===== src/rtl/jlu_pkg.sv =====
package jlu_pkg;
  localparam int INSN_W = 32;
  localparam int REG_IDX_W = 5;
  localparam int JOFF_W = 21;
  localparam int IOFF_W = 12;

  localparam logic [6:0] OPC_JAL  = 7'b1101111;
  localparam logic [6:0] OPC_JALR = 7'b1100111;
  localparam logic [2:0] F3_JALR  = 3'b000;

  typedef enum logic [1:0] {
    JK_NONE = 2'd0,
    JK_PCREL = 2'd1,
    JK_REGIND = 2'd2
  } jkind_e;
endpackage


===== src/rtl/jlu_imm_decode.sv =====
module jlu_imm_decode
  import jlu_pkg::*;
#(
  parameter int XLEN = 32
) (
  input  logic [INSN_W-1:12] upper_i,
  output logic [XLEN-1:0]    imm_pcrel_o,
  output logic [XLEN-1:0]    imm_regind_o
);
  localparam int JEXT = XLEN - (JOFF_W - 1);
  localparam int IEXT = XLEN - IOFF_W;

  // Offset field for the pc-relative jump, put back in weight order.
  always_comb begin
    imm_pcrel_o = {{JEXT{upper_i[31]}}, upper_i[19:12], upper_i[20],
                   upper_i[30:21], 1'b0};
  end

  // 12-bit immediate for the register-indirect jump.
  always_comb begin
    imm_regind_o = {{IEXT{upper_i[31]}}, upper_i[31:20]};
  end
endmodule


===== src/rtl/jlu_classify.sv =====
module jlu_classify
  import jlu_pkg::*;
(
  input  logic [6:0] opcode_i,
  input  logic [2:0] funct3_i,
  output jkind_e     kind_o
);
  always_comb begin
    kind_o = JK_NONE;
    if (opcode_i == OPC_JAL) begin
      kind_o = JK_PCREL;
    end else if (opcode_i == OPC_JALR && funct3_i == F3_JALR) begin
      kind_o = JK_REGIND;
    end
  end
endmodule


===== src/rtl/jlu_target.sv =====
module jlu_target
  import jlu_pkg::*;
#(
  parameter int XLEN = 32
) (
  input  jkind_e          kind_i,
  input  logic [XLEN-1:0] pc_i,
  input  logic [XLEN-1:0] rs1_i,
  input  logic [XLEN-1:0] imm_pcrel_i,
  input  logic [XLEN-1:0] imm_regind_i,
  output logic [XLEN-1:0] target_o,
  output logic [XLEN-1:0] link_o,
  output logic [XLEN-1:0] offset_o
);
  localparam logic [XLEN-1:0] STEP = XLEN'(INSN_W / 8);
  localparam logic [XLEN-1:0] LSB_CLR = ~XLEN'(1);

  logic [XLEN-1:0] base;
  logic [XLEN-1:0] sum;

  always_comb begin
    base = '0;
    offset_o = '0;
    case (kind_i)
      JK_PCREL: begin
        base = pc_i;
        offset_o = imm_pcrel_i;
      end
      JK_REGIND: begin
        base = rs1_i;
        offset_o = imm_regind_i;
      end
      default: begin
        base = '0;
        offset_o = '0;
      end
    endcase
  end

  assign sum = base + offset_o;

  always_comb begin
    target_o = '0;
    link_o = '0;
    if (kind_i == JK_PCREL) begin
      target_o = sum;
      link_o = pc_i + STEP;
    end else if (kind_i == JK_REGIND) begin
      target_o = sum & LSB_CLR;
      link_o = pc_i + STEP;
    end
  end
endmodule


===== src/rtl/jump_link_unit.sv =====
module jump_link_unit
  import jlu_pkg::*;
#(
  parameter int XLEN = 32
) (
  input  logic [INSN_W-1:0]    insn_i,
  input  logic [XLEN-1:0]      pc_i,
  input  logic [XLEN-1:0]      rs1_i,
  output logic                 jump_o,
  output logic [XLEN-1:0]      target_o,
  output logic [XLEN-1:0]      link_o,
  output logic [REG_IDX_W-1:0] rd_o,
  output logic [XLEN-1:0]      offset_o
);
  jkind_e          kind;
  logic [XLEN-1:0] imm_pcrel;
  logic [XLEN-1:0] imm_regind;

  jlu_classify u_classify (
    .opcode_i (insn_i[6:0]),
    .funct3_i (insn_i[14:12]),
    .kind_o   (kind)
  );

  jlu_imm_decode #(.XLEN(XLEN)) u_imm (
    .upper_i      (insn_i[INSN_W-1:12]),
    .imm_pcrel_o  (imm_pcrel),
    .imm_regind_o (imm_regind)
  );

  jlu_target #(.XLEN(XLEN)) u_target (
    .kind_i       (kind),
    .pc_i         (pc_i),
    .rs1_i        (rs1_i),
    .imm_pcrel_i  (imm_pcrel),
    .imm_regind_i (imm_regind),
    .target_o     (target_o),
    .link_o       (link_o),
    .offset_o     (offset_o)
  );

  assign jump_o = (kind != JK_NONE);
  assign rd_o = jump_o ? insn_i[11:7] : '0;
endmodule


===== config.mk =====
export PLATFORM = sky130hd
export DESIGN_NAME = jump_link_unit
export DESIGN_NICKNAME = d
export VERILOG_FILES = /design/src/rtl/jlu_pkg.sv /design/src/rtl/jlu_imm_decode.sv /design/src/rtl/jlu_classify.sv /design/src/rtl/jlu_target.sv /design/src/rtl/jump_link_unit.sv
export SDC_FILE = /design/constraint.sdc
export NUM_CORES = 1
export LEC_CHECK = 0
export ABC_AREA = 0
export BUFFER_PORTS_ARGS = -buffer_cell sky130_fd_sc_hd__buf_2
export CORE_MARGIN = 10
export CORE_UTILIZATION = 45
export DETAILED_ROUTE_END_ITERATION = 12
export PLACE_DENSITY = 0.85
export SETUP_SLACK_MARGIN = 0.2
export SYNTH_ARGS = -nofsm -noshare
export SYNTH_HDL_FRONTEND = slang
export SYNTH_SLANG_ARGS = --single-unit
export TNS_END_PERCENT = 100

===== constraint.sdc =====
create_clock -name vclk -period 6.7
set_input_delay 1.34 -clock vclk [all_inputs]
set_output_delay 1.34 -clock vclk [all_outputs]
set_load 0.02 [all_outputs]

# After elaboration in Yosys (flattened, before gate mapping)
# Index checks and enable logic that the tools add are counted.
dict set report word_totals {
  ff_bits 0
  in_bits 96
  wordCells 18
  out_inout_bits 102
}
dict set report op_classes {
  n_eq_ne 4
  n_addsub 2
  muxes 9
  n_reduce_logical 3
}
# operator n
set op_table {}
lappend op_table {{32-bit 2-to-1 mux} 4}
lappend op_table {{32-bit case mux with 2 select lines} 2}
lappend op_table {{32-bit by 3-bit adder with 32-bit output, second input constant} 1}
lappend op_table {{32-bit adder} 1}
lappend op_table {{7-bit == test, second input constant} 2}
lappend op_table {{5-bit 2-to-1 mux} 1}
lappend op_table {{2-bit 2-to-1 mux} 2}
lappend op_table {{3-bit zero test} 1}
lappend op_table {{2-bit by 1-bit == test with 1-bit output, second input constant} 1}
lappend op_table {{2-bit == test, second input constant} 1}
lappend op_table {{2-bit nonzero test} 1}
lappend op_table {{1-bit logical AND} 1}

# Logic depth before layout (Yosys ltp)
# Gate-level depths: netlist of run 1.
dict set report logic_depth {
  depth_word 9
  mapped_depth 17
  depth_no_buf 15
}

# Hierarchy
# A second synthesis of run 1 with hierarchy kept.
dict set report hier_totals {
  cells_unflattened 637
  area_unflattened_um2 3986.3
}
# mod n_inst area_per_inst_um2 seq_area_each_um2 cells_per_inst
set modules_own_cells {}
lappend modules_own_cells {jlu_target 1 3419.5 0.0 560}
lappend modules_own_cells {jlu_imm_decode 1 484.2 0.0 65}
lappend modules_own_cells {jump_link_unit 1 43.8 0.0 6}
lappend modules_own_cells {jlu_classify 1 38.8 0.0 6}

# Worst setup path before layout of run 1
# OpenSTA, ideal clock, no wires.
dict set report synth_path {
  path_kind {input to output}
  from {input port insn_i[5]}
  to {output port target_o[31]}
  slack_ps 214
  t_required_ps 5360
  n_path_buf 2
  stages 17
  arrival_ps 5146
  cell_sequence {nand4_1 nor3b_1 and2_1 clkbuf_1 nor2_1 inv_1 clkbuf_1 and2_1 ha_1 nand2_1 or4_1 a21oi_1 a311oi_1 o41a_1 a31oi_1 xnor2_1 mux2i_1}
}
dict set report synth_between {
  elab_chain_len 9
  word_cells_on_any_way 12
  classes_between {add/sub: 1; eq/ne: 4; mux: 6; reduce/logical: 1}
}
# element line
set synth_rtl {}
lappend synth_rtl {{start: declaration} jump_link_unit.sv:6} ;# input logic [INSN_W-1:0] insn_i,
lappend synth_rtl {{7-bit == test} jlu_classify.sv:12} ;# end else if (opcode_i == OPC_JALR && funct3_i == F3_JALR) begin
lappend synth_rtl {{1-bit logical AND} jlu_classify.sv:12}
lappend synth_rtl {{2-bit 2-to-1 mux} jlu_classify.sv:12}
lappend synth_rtl {{2-bit 2-to-1 mux *} jlu_classify.sv:10} ;# if (opcode_i == OPC_JAL) begin
lappend synth_rtl {{2-bit == test / 2-bit by 1-bit == test with 1-bit output (equally long branches)} jlu_target.sv:24} ;# case (kind_i)
lappend synth_rtl {{32-bit case mux with 2 select lines *} jlu_target.sv:24}
lappend synth_rtl {{named net offset_o[8]} jump_link_unit.sv:13} ;# output logic [XLEN-1:0] offset_o
lappend synth_rtl {{32-bit adder *} jlu_target.sv:40} ;# assign sum = base + offset_o;
lappend synth_rtl {{32-bit 2-to-1 mux} jlu_target.sv:48} ;# end else if (kind_i == JK_REGIND) begin
lappend synth_rtl {{32-bit 2-to-1 mux *} jlu_target.sv:45} ;# if (kind_i == JK_PCREL) begin
lappend synth_rtl {{end: declaration} jump_link_unit.sv:10} ;# output logic [XLEN-1:0] target_o,
# The timed path passes the listed nets; every way through them passes the cells marked *.

# Final worst setup path of run 1
dict set report layout_path {
  from {input port insn_i[1]}
  to {output port target_o[28]}
}
dict set report layout_between {
  elab_chain_len 9
  word_cells_on_any_way 12
  classes_between {add/sub: 1; eq/ne: 4; mux: 6; reduce/logical: 1}
}
# element line
set layout_rtl {}
lappend layout_rtl {{7-bit == test} jlu_classify.sv:12}
lappend layout_rtl {{1-bit logical AND} jlu_classify.sv:12}
lappend layout_rtl {{2-bit 2-to-1 mux} jlu_classify.sv:12}
lappend layout_rtl {{2-bit 2-to-1 mux *} jlu_classify.sv:10}
lappend layout_rtl {{2-bit == test / 2-bit by 1-bit == test with 1-bit output (equally long branches)} {jlu_target.sv:24, jlu_target.sv:48, jlu_target.sv:45}}
lappend layout_rtl {{32-bit case mux with 2 select lines} jlu_target.sv:24}
lappend layout_rtl {{32-bit adder} jlu_target.sv:40}
lappend layout_rtl {{32-bit 2-to-1 mux} jlu_target.sv:48}
lappend layout_rtl {{32-bit 2-to-1 mux *} jlu_target.sv:45}
# Mark *: on every way between the ends. The rest lies on a longest branch, timed or not.

==> metrics.yaml, run 1 <==
drtPass1Iterations: 5
die_y_um: 103
synthMostInstantiatedCell: "nor2_1"
grt_overflow_total: 0
startpoint: "insn_i[1]"
synth-simple-area-share_pct: 33.0
setup_viol: 0
synth_cells: 483
top_layer_used: "met4"
grt_pass1_wl_um: 20900
rows: 30
drtIter0Drc: 286
wl_met3_um: 1080
fmax_mhz: 157
drv_cap: 0
synth_warnings: 0
seq_cell_count: 0
synthesis.area_um2: 3070
peakVddDrop_mv: 0.0181
internal-power_mw: 0.0313
synth.top_cell.area_share_pct: 13.1
regArea_um2: 0
finalHoldViolCount: 0
p_leak_nw: 2.32
final-max-slew-violation-count: 0
fillers: 635
dp_hpwl_um: 11800
clkPwrFrac_pct: 0
core_area_um2: 6720
combPwrFrac_pct: 100.0
synth_xor_area_share_pct: 13.7
hold_class: "in2out"
via_per_inst: 5.81
tightest_slew_ps: 581
wl_met1_um: 5800
dieArea_um2: 10500
ys_seq_area_share_pct: 0
drc: 0
synthAdderAreaFrac_pct: 13.7
wl_met2_um: 6760
postCtsHoldBufs: 0
start_util_pct: 45.6
synth-compound-area-share_pct: 31.6
nets: 789
cp-start-kind: "input port"
synth_nets: 612
status: "finished clean"
endpoint: "target_o[28]"
antenna_found_initial: 0
post_route_cells_drive_above_1_share_pct: 34.8
fin_crit_ps: 6370
die_x_um: 103
wl_per_cell_um: 18.6
p_seq_share_pct: 0
cp.arrival_ps: 5030
rsz0062_at_grt: "true"
p_sw_mw: 0.0359
grt_max_degree: 58
path_class: "in2out"
crit_path_end_kind: "primary output"
drt-total-wl_um: 13700
antenna_cells: 0
synth.avg_cell_area_um2: 6.35
clkbuf_count: 0
grt_use_total_pct: 24.2
finalSetupTns_ps: 0
vias: 4288
synthDistinctLibCells: 47
yosys-top-cells-count: "nor2_1 (70), nand2_1 (53), ha_1 (32)"
syn2layout_area_growth_pct: 35.3
crit_required_ps: 5360
gp_congestion: 0.979
min_path_cells: 3
p_total_mw: 0.0672
synth_top_family_by_area: "simple AND/OR/NAND/NOR gates"
synth_area_leaders: "ha_1 (13%), a22o_1 (8.9%), nor2_1 (8.6%)"
switching_share_pct: 53.4
fin_crit_sh_pct: 95.0
yosysTopAreaCell: "ha_1"
p_per_area_nw_per_um2: 16.2
drtAntennaViolNets: 0
path_max_fanout: 10
muxShareOfSynthArea_pct: 0.653
grt_pass1_vias: 4038
ios: 198
relSlewSlack_pct: 61.3
final_core_util_pct: 61.8
port_buffers: 198
cell usage in the layout (no fill, tap or decap), types with 5 or more instances in the layout:
cell type  netlist  routed
xor2_1          28      28
nand2_1         53      52
o21bai_1         5       5
o211ai_1         5       5
and2_1          25      23
o21ai_0         19      19
ha_1            32      27
a22o_1          31      31
nor2_1          70      69
or3_1           10      10
and3_1           5       5
xnor2_1         20      20
a21oi_1         31      30
nand3_1         20      20
a31oi_1          9       7
nand4_1          9       9
buf_2            2     197
nor3_1           6       6
a21o_1          19      19
inv_1           14      13
ha_2             0       5
buf_4           11       9
cells by family after synthesis:
logic type	Yosys count
mux	2
fa+ha+maj	33
xor+xnor	48
simple gates	214
compound gates	138
buf+inv	48
routing by layer:
layer / vias up / global-route usage [%]
met5: - / 0
met4: 0 / 0
met3: 8 / 2.95
met2: 200 / 42.9
met1: 2001 / 32.1
li1: 2079 / -
cell type report:
cell class / instances / area, um^2 / share of cell area [%]
inverters: 14 / 56.3 / 1.36
multi-input cells: 435 / 2900 / 69.8
repair buffers: 209 / 1100 / 26.4
well taps: 80 / 100 / 2.41
repair_timing:
action | in CTS | in global routing
pin swaps | 0 | 3
setup endpoints to repair | 3 | 13
setup buffers | 0 | 2
resized for setup | 4 | 18
metrics by stage:
stage / area, um^2 / instances / worst slack [ps] / hold slack [ps]
after floorplan: 3070 / 483 / 214 / 2760
after global placement: 4060 / 736 / 178 / 3010
after detailed placement: 4060 / 736 / -62.4 / 3010
after CTS: 4070 / 736 / 217 / 3010
after global routing: 4150 / 738 / 122 / 3030
final: 4150 / 738 / 333 / 3000
how the worst min path moves through the flow:
stage | slack, ps | end | startpoint
after CTS | 3010 | rd_o[3] | insn_i[10]
after floorplan | 2760 | link_o[2] | pc_i[2]
final | 3000 | rd_o[1] | insn_i[8]
after global placement | 3010 | rd_o[3] | insn_i[10]
after detailed placement | 3010 | rd_o[3] | insn_i[10]
after global routing | 3030 | rd_o[0] | insn_i[7]
power groups by stage:
stage          Sequential, mW  Combinational, mW  Clock [mW]
4_1_cts                     0             0.0653           0
6_report                    0             0.0672           0
3_5_place_dp                0             0.0650           0
2_1_floorplan               0             0.0218           0
5_1_grt                     0             0.0732           0
3_3_place_gp                0             0.0642           0
critical path: stages:
cell and delay (ps):
buf_2 90, nand4_1 150, nor3b_2 320, and2_4 270, nor2_4 50, clkinvlp_4 120
buf_4 130, and2_1 210, ha_2 350, a21o_1 250, a221oi_2 400, a211oi_2 170
o21ai_0 300, a2111oi_2 150, a221oi_1 310, xor2_1 180, nor2_1 50, buf_2 180
Power figures use the tool's default switching activity.
==> inputs of run 2 (changes only) <==
--- a/config.mk
+++ b/config.mk
@@ -10,7 +10,7 @@
 export CORE_MARGIN = 10
 export CORE_UTILIZATION = 45
 export DETAILED_ROUTE_END_ITERATION = 12
-export PLACE_DENSITY = 0.85
+export PLACE_DENSITY_LB_ADDON = 0.12
 export SETUP_SLACK_MARGIN = 0.2
 export SYNTH_ARGS = -nofsm -noshare
 export SYNTH_HDL_FRONTEND = slang
==> metrics.yaml, run 2 (synthesized netlist as in run 1, its figures left out) <==
status: "finished clean"
peakVddDrop_mv: 0.0253  # +40%
layout_common_cells: "buf_2 (198), nor2_1 (69), nand2_1 (52)"
slowest_stage: "fa_1"
clkPwrFrac_pct: 0  # unchanged
crit_path_end_kind: "primary output"
finalSetupTns_ps: 0  # unchanged
combPwrFrac_pct: 100.0  # about the same
dpl_worst_slack_ps: 278  # +340 ps
rows: 30  # unchanged
die_y_um: 103  # unchanged
hold_class: "in2out"
crit_path_cell_trace: "buf_2 -> nand4_1 -> nor3b_2 -> and2_1 -> buf_4 -> a22o_1 -> ha_1 -> fa_1 -> a21o_1 -> a221oi_2 -> a211oi_2 -> o21ai_0 -> a2111oi_1 -> buf_4 -> a221oi_1 -> xor2_1 -> nor2_1 -> buf_2"
antenna_found_initial: 0  # unchanged
p_leak_nw: 2.35  # +1.4%
multi_input_area_um2: 2860  # -1.3%
path_max_fanout: 23  # +13
placed_area_um2: 4080  # +0.37%
port_buffers: 198  # unchanged
ios: 198  # unchanged
regArea_um2: 0  # unchanged
p_seq_share_pct: 0  # unchanged
grt_use_met2_pct: 42.1  # -0.88 points
drtIter0Drc: 185  # -35%
rsz0062_at_grt: "true"
grtUsageMet1_pct: 28.5  # -3.6 points
final_common_cell: "buf_2"
vias: 4225  # -1.5%
dp_hpwl_um: 11600  # -2.0%
cp-start-kind: "input port"
clkbuf_count: 0  # unchanged
drv_cap: 0  # unchanged
drtAntennaViolNets: 0  # unchanged
grt_max_degree: 58  # unchanged
antenna_cells: 0  # unchanged
final_area_um2: 4130  # -0.57%
nets: 793  # +0.51%
fmax_mhz: 157  # +0.14%
seq_cell_count: 0  # unchanged
syn2layout_area_growth_pct: 34.6
met3_usage_pct: 4.83  # +1.9 points
layout_setup_ws_ps: 342  # +9.15 ps
finalHoldViolCount: 0  # unchanged
p_per_area_nw_per_um2: 16.2  # +0.26%
crit_required_ps: 5360  # about the same
grt_use_total_pct: 23.5  # -0.69 points
start_util_pct: 45.6  # unchanged
final_core_util_pct: 61.4  # -0.35 points
cp.arrival_ps: 5020  # about the same
via_per_inst: 5.69  # -2.0%
final-max-slew-violation-count: 0  # unchanged
fin_crit_sh_pct: 94.9  # -0.14 points
path_class: "in2out"
busiest_layer: "met2"
gp_congestion: 0.952  # -2.7%
fin_crit_ps: 6360  # -9.15 ps
drt-total-wl_um: 13400  # -2.5%
setup_viol: 0  # unchanged
internal-power_mw: 0.0311  # -0.55%
dieArea_um2: 10500  # unchanged
grt_pass1_vias: 4228  # +4.7%
core_area_um2: 6720  # unchanged
tightest_slew_ps: 568  # -12.7 ps
grt_overflow_total: 0  # unchanged
drc: 0  # unchanged
switching_share_pct: 53.6  # +0.11 points
post_route_cells_drive_above_1_share_pct: 33.5  # -1.3 points
relSlewSlack_pct: 62.1  # +0.85 points
fillers: 681  # +7.2%
p_sw_mw: 0.0359  # -0.11%
die_x_um: 103  # unchanged
grt_pass1_wl_um: 20400  # -2.7%
drtPass1Iterations: 4  # -1
wl_per_cell_um: 18.0  # -3.1%
cpPeakStageDelay_ps: 420  # +20 ps
run 2: changes by cell type in the layout (fill, tap and decap cells not counted):
| cell | change |
|---|---|
| a31oi_1 | +2 |
| a2111oi_2 | -1 |
| and2_4 | -2 |
| a21oi_2 | -1 |
| a31oi_2 | -2 |
| ha_1 | +5 |
| a21oi_1 | +1 |
| and2_1 | +2 |
| a2111oi_1 | +1 |
| buf_4 | +4 |
| buf_12 | -1 |
| ha_2 | -5 |
| buf_2 | +1 |
run 2: path summary, 6_finish.rpt:
check / to / depth (start not counted) / slack, ps / startpoint
worst max-delay path: target_o[28] / 18 / 340 / insn_i[0]
worst min-delay path: rd_o[3] / 3 / 3000 / insn_i[10]
run 2: per-layer routing:
layer,share of wire (%),vias up
li1,-,2092
met1,41,1929
met2,49,189
met3,8.3,15
met4,1.5,0
met5,0,-
run 2: final cells by class:
cell class / count / share of cell area (%)
multi-input combinational: 435 / 69.3
timing repair buffer: 213 / 26.9
tap: 80 / 2.43
inverter: 14 / 1.36
run 2: critical path, delay by kind of cell:
| family | cells | cell delay (ps) |
|---|---|---|
| simple gates | 4 | 410 |
| buf+inv | 4 | 660 |
| xor+xnor | 1 | 170 |
| compound gates | 7 | 1740 |
| fa+ha+maj | 2 | 660 |
run 2: power by group through the flow:
stage,Sequential [mW],Combinational [mW],Clock (mW)
detailed placement,0,0.0654,0
global route,0,0.0731,0
CTS,0,0.0658,0
finish,0,0.0670,0
floorplan,0,0.0218,0
global placement,0,0.0644,0
run 2: per-stage QoR:
step           hold slack, ps  power, mW  instances
2_1_floorplan            2760     0.0218        483
3_3_place_gp             3000     0.0644        738
3_5_place_dp             3010     0.0654        738
4_1_cts                  3010     0.0658        738
5_1_grt                  3030     0.0731        742
6_report                 3000     0.0670        742
run 2: timing repair:
item                                    in CTS  in global routing
buffers inserted                             0                  4
gates resized for setup                      0                  6
endpoints found under the setup margin       0                  8
hold buffers                                 0                  0
==> inputs of run 3 (changes only) <==
--- a/config.mk
+++ b/config.mk
@@ -7,7 +7,8 @@
 export LEC_CHECK = 0
 export ABC_AREA = 0
 export BUFFER_PORTS_ARGS = -buffer_cell sky130_fd_sc_hd__buf_2
-export CORE_MARGIN = 10
+export CORE_ASPECT_RATIO = 0.75
+export CORE_MARGIN = 4
 export CORE_UTILIZATION = 45
 export DETAILED_ROUTE_END_ITERATION = 12
 export PLACE_DENSITY_LB_ADDON = 0.12
==> metrics.yaml, run 3 (synthesized netlist as in run 1, its figures left out) <==
status: "finished clean"
holdWs_ps: 3000  # -2.11 ps
dieArea_um2: 8210  # -22%
finalSetupTns_ps: 0  # unchanged
final_area_um2: 4110  # -0.49%
p_total_mw: 0.0664  # -0.94%
syn2layout_area_growth_pct: 33.9
fin_crit_ps: 6350  # -3.94 ps
relSlewSlack_pct: 60.3  # -1.8 points
core_area_um2: 6440  # -4.1%
final-max-slew-violation-count: 0  # unchanged
finalHoldViolCount: 0  # unchanged
finalNonFillerCells: 736  # -0.81%
wl_per_cell_um: 17.5  # -2.9%
antenna_found_initial: 0  # unchanged
cp-start-kind: "input port"
clkbuf_count: 0  # unchanged
seq_cell_count: 0  # unchanged
grt_pass1_wl_um: 20000  # -2.0%
grt_pass1_vias: 3977  # -5.9%
dp_hpwl_um: 10700  # -7.2%
antenna_cells: 0  # unchanged
drtPass1Iterations: 5  # +1
drt-total-wl_um: 12900  # -3.7%
setup_viol: 0  # unchanged
layout_common_cells: "buf_2 (198), nor2_1 (69), nand2_1 (53)"
fmax_mhz: 157  # about the same
crit_path_end_kind: "primary output"
cp.arrival_ps: 5010  # about the same
fin_crit_sh_pct: 94.8  # about the same
via_per_inst: 5.91  # +3.8%
p_per_area_nw_per_um2: 16.2  # -0.46%
nets: 786  # -0.88%
p_leak_nw: 2.31  # -2.0%
die_x_um: 103  # +0.76%
drtAntennaViolNets: 0  # unchanged
fillers: 613  # -10%
gp_congestion: 0.963  # +1.1%
place_inst: 734  # -0.54%
post_route_cells_drive_above_1_share_pct: 33.9  # +0.36 points
port_buffers: 198  # unchanged
grt_max_degree: 58  # unchanged
start_util_pct: 47.6  # +1.9 points
regArea_um2: 0  # unchanged
die_y_um: 79.5  # -22%
dpl_worst_slack_ps: 134  # -143 ps
hold_class: "in2out"
final_common_cell: "buf_2"
ios: 198  # unchanged
grt_overflow_total: 0  # unchanged
tightest_slew_ps: 595  # +26.9 ps
crit_required_ps: 5360  # about the same
drtIter0Drc: 324  # +75%
vias: 4352  # +3.0%
grt_use_total_pct: 29.7  # +6.2 points
placed_area_um2: 4040  # -0.89%
path_max_fanout: 10  # -57%
path_class: "in2out"
rows: 25  # -17%
peakVddDrop_mv: 0.0210  # -17%
layout_setup_ws_ps: 346  # +3.94 ps
rsz0062_at_grt: "false"
final_core_util_pct: 63.7  # +2.3 points
drc: 0  # unchanged
drv_cap: 0  # unchanged
[run 3: cell count changes in the layout (fill, tap and decap cells not counted), moves of 2 or more]
cell | before | now
ha_1 | 32 | 29
and2_2 | 0 | 2
o21ai_1 | 0 | 2
buf_4 | 13 | 5
o21ai_0 | 19 | 17
ha_2 | 0 | 3
and2_1 | 25 | 23
[run 3: what timing repair did]
action / in CTS / in global routing
hold buffers: 0 / 0
buffers inserted: 0 / 1
pin swaps: 0 / 2
gates resized for setup: 2 / 15
endpoints found under the setup margin: 3 / 14
cloned: 0 / 1
[run 3: worst paths after layout]
kind | from | endpoint | slack (ps) | cells past startpoint
min | insn_i[9] | rd_o[2] | 3000 | 3
max | insn_i[1] | target_o[28] | 350 | 18
[run 3: per-layer routing]
| metal | vias to the layer above | track usage (%) | part of all wire [%] |
|---|---|---|---|
| li1 | 2081 | - | - |
| met1 | 1985 | 46.0 | 45 |
| met2 | 265 | 44.6 | 43 |
| met3 | 21 | 2.97 | 10 |
| met4 | 0 | 3.88 | 1.5 |
| met5 | - | 0 | 0 |
[run 3: worst max-delay path, cell delays in order]
cell and delay [ps]:
buf_2 100, nand4_1 140, nor3b_2 90, and2_2 240, nor2_4 190, clkinvlp_4 190, buf_4 220, and2_1 180
ha_1 380, and3_1 200, a221oi_2 90, a211oi_2 350, o21ai_1 170, a2111oi_2 490, a221oi_1 160, xor2_1 180
nor2_1 100, buf_2 180
[run 3: cell type report]
cell class         count  area [um^2]  share of cell area [%]
multi-input cells    435         2880                    70.2
repair buffers       205         1060                    25.8
well taps             81          101                    2.47
inverters             14         56.3                    1.37
repair inverters       1         5.00                   0.122
[run 3: power by group]
| group | leakage (nW) | switching [mW] | total [mW] | internal [mW] |
|---|---|---|---|---|
| clock network | 0 | 0 | 0 | 0 |
| registers | 0 | 0 | 0 | 0 |
| logic | 2.31 | 0.0353 | 0.0664 | 0.0311 |
| total | 2.31 | 0.0353 | 0.0664 | 0.0311 |
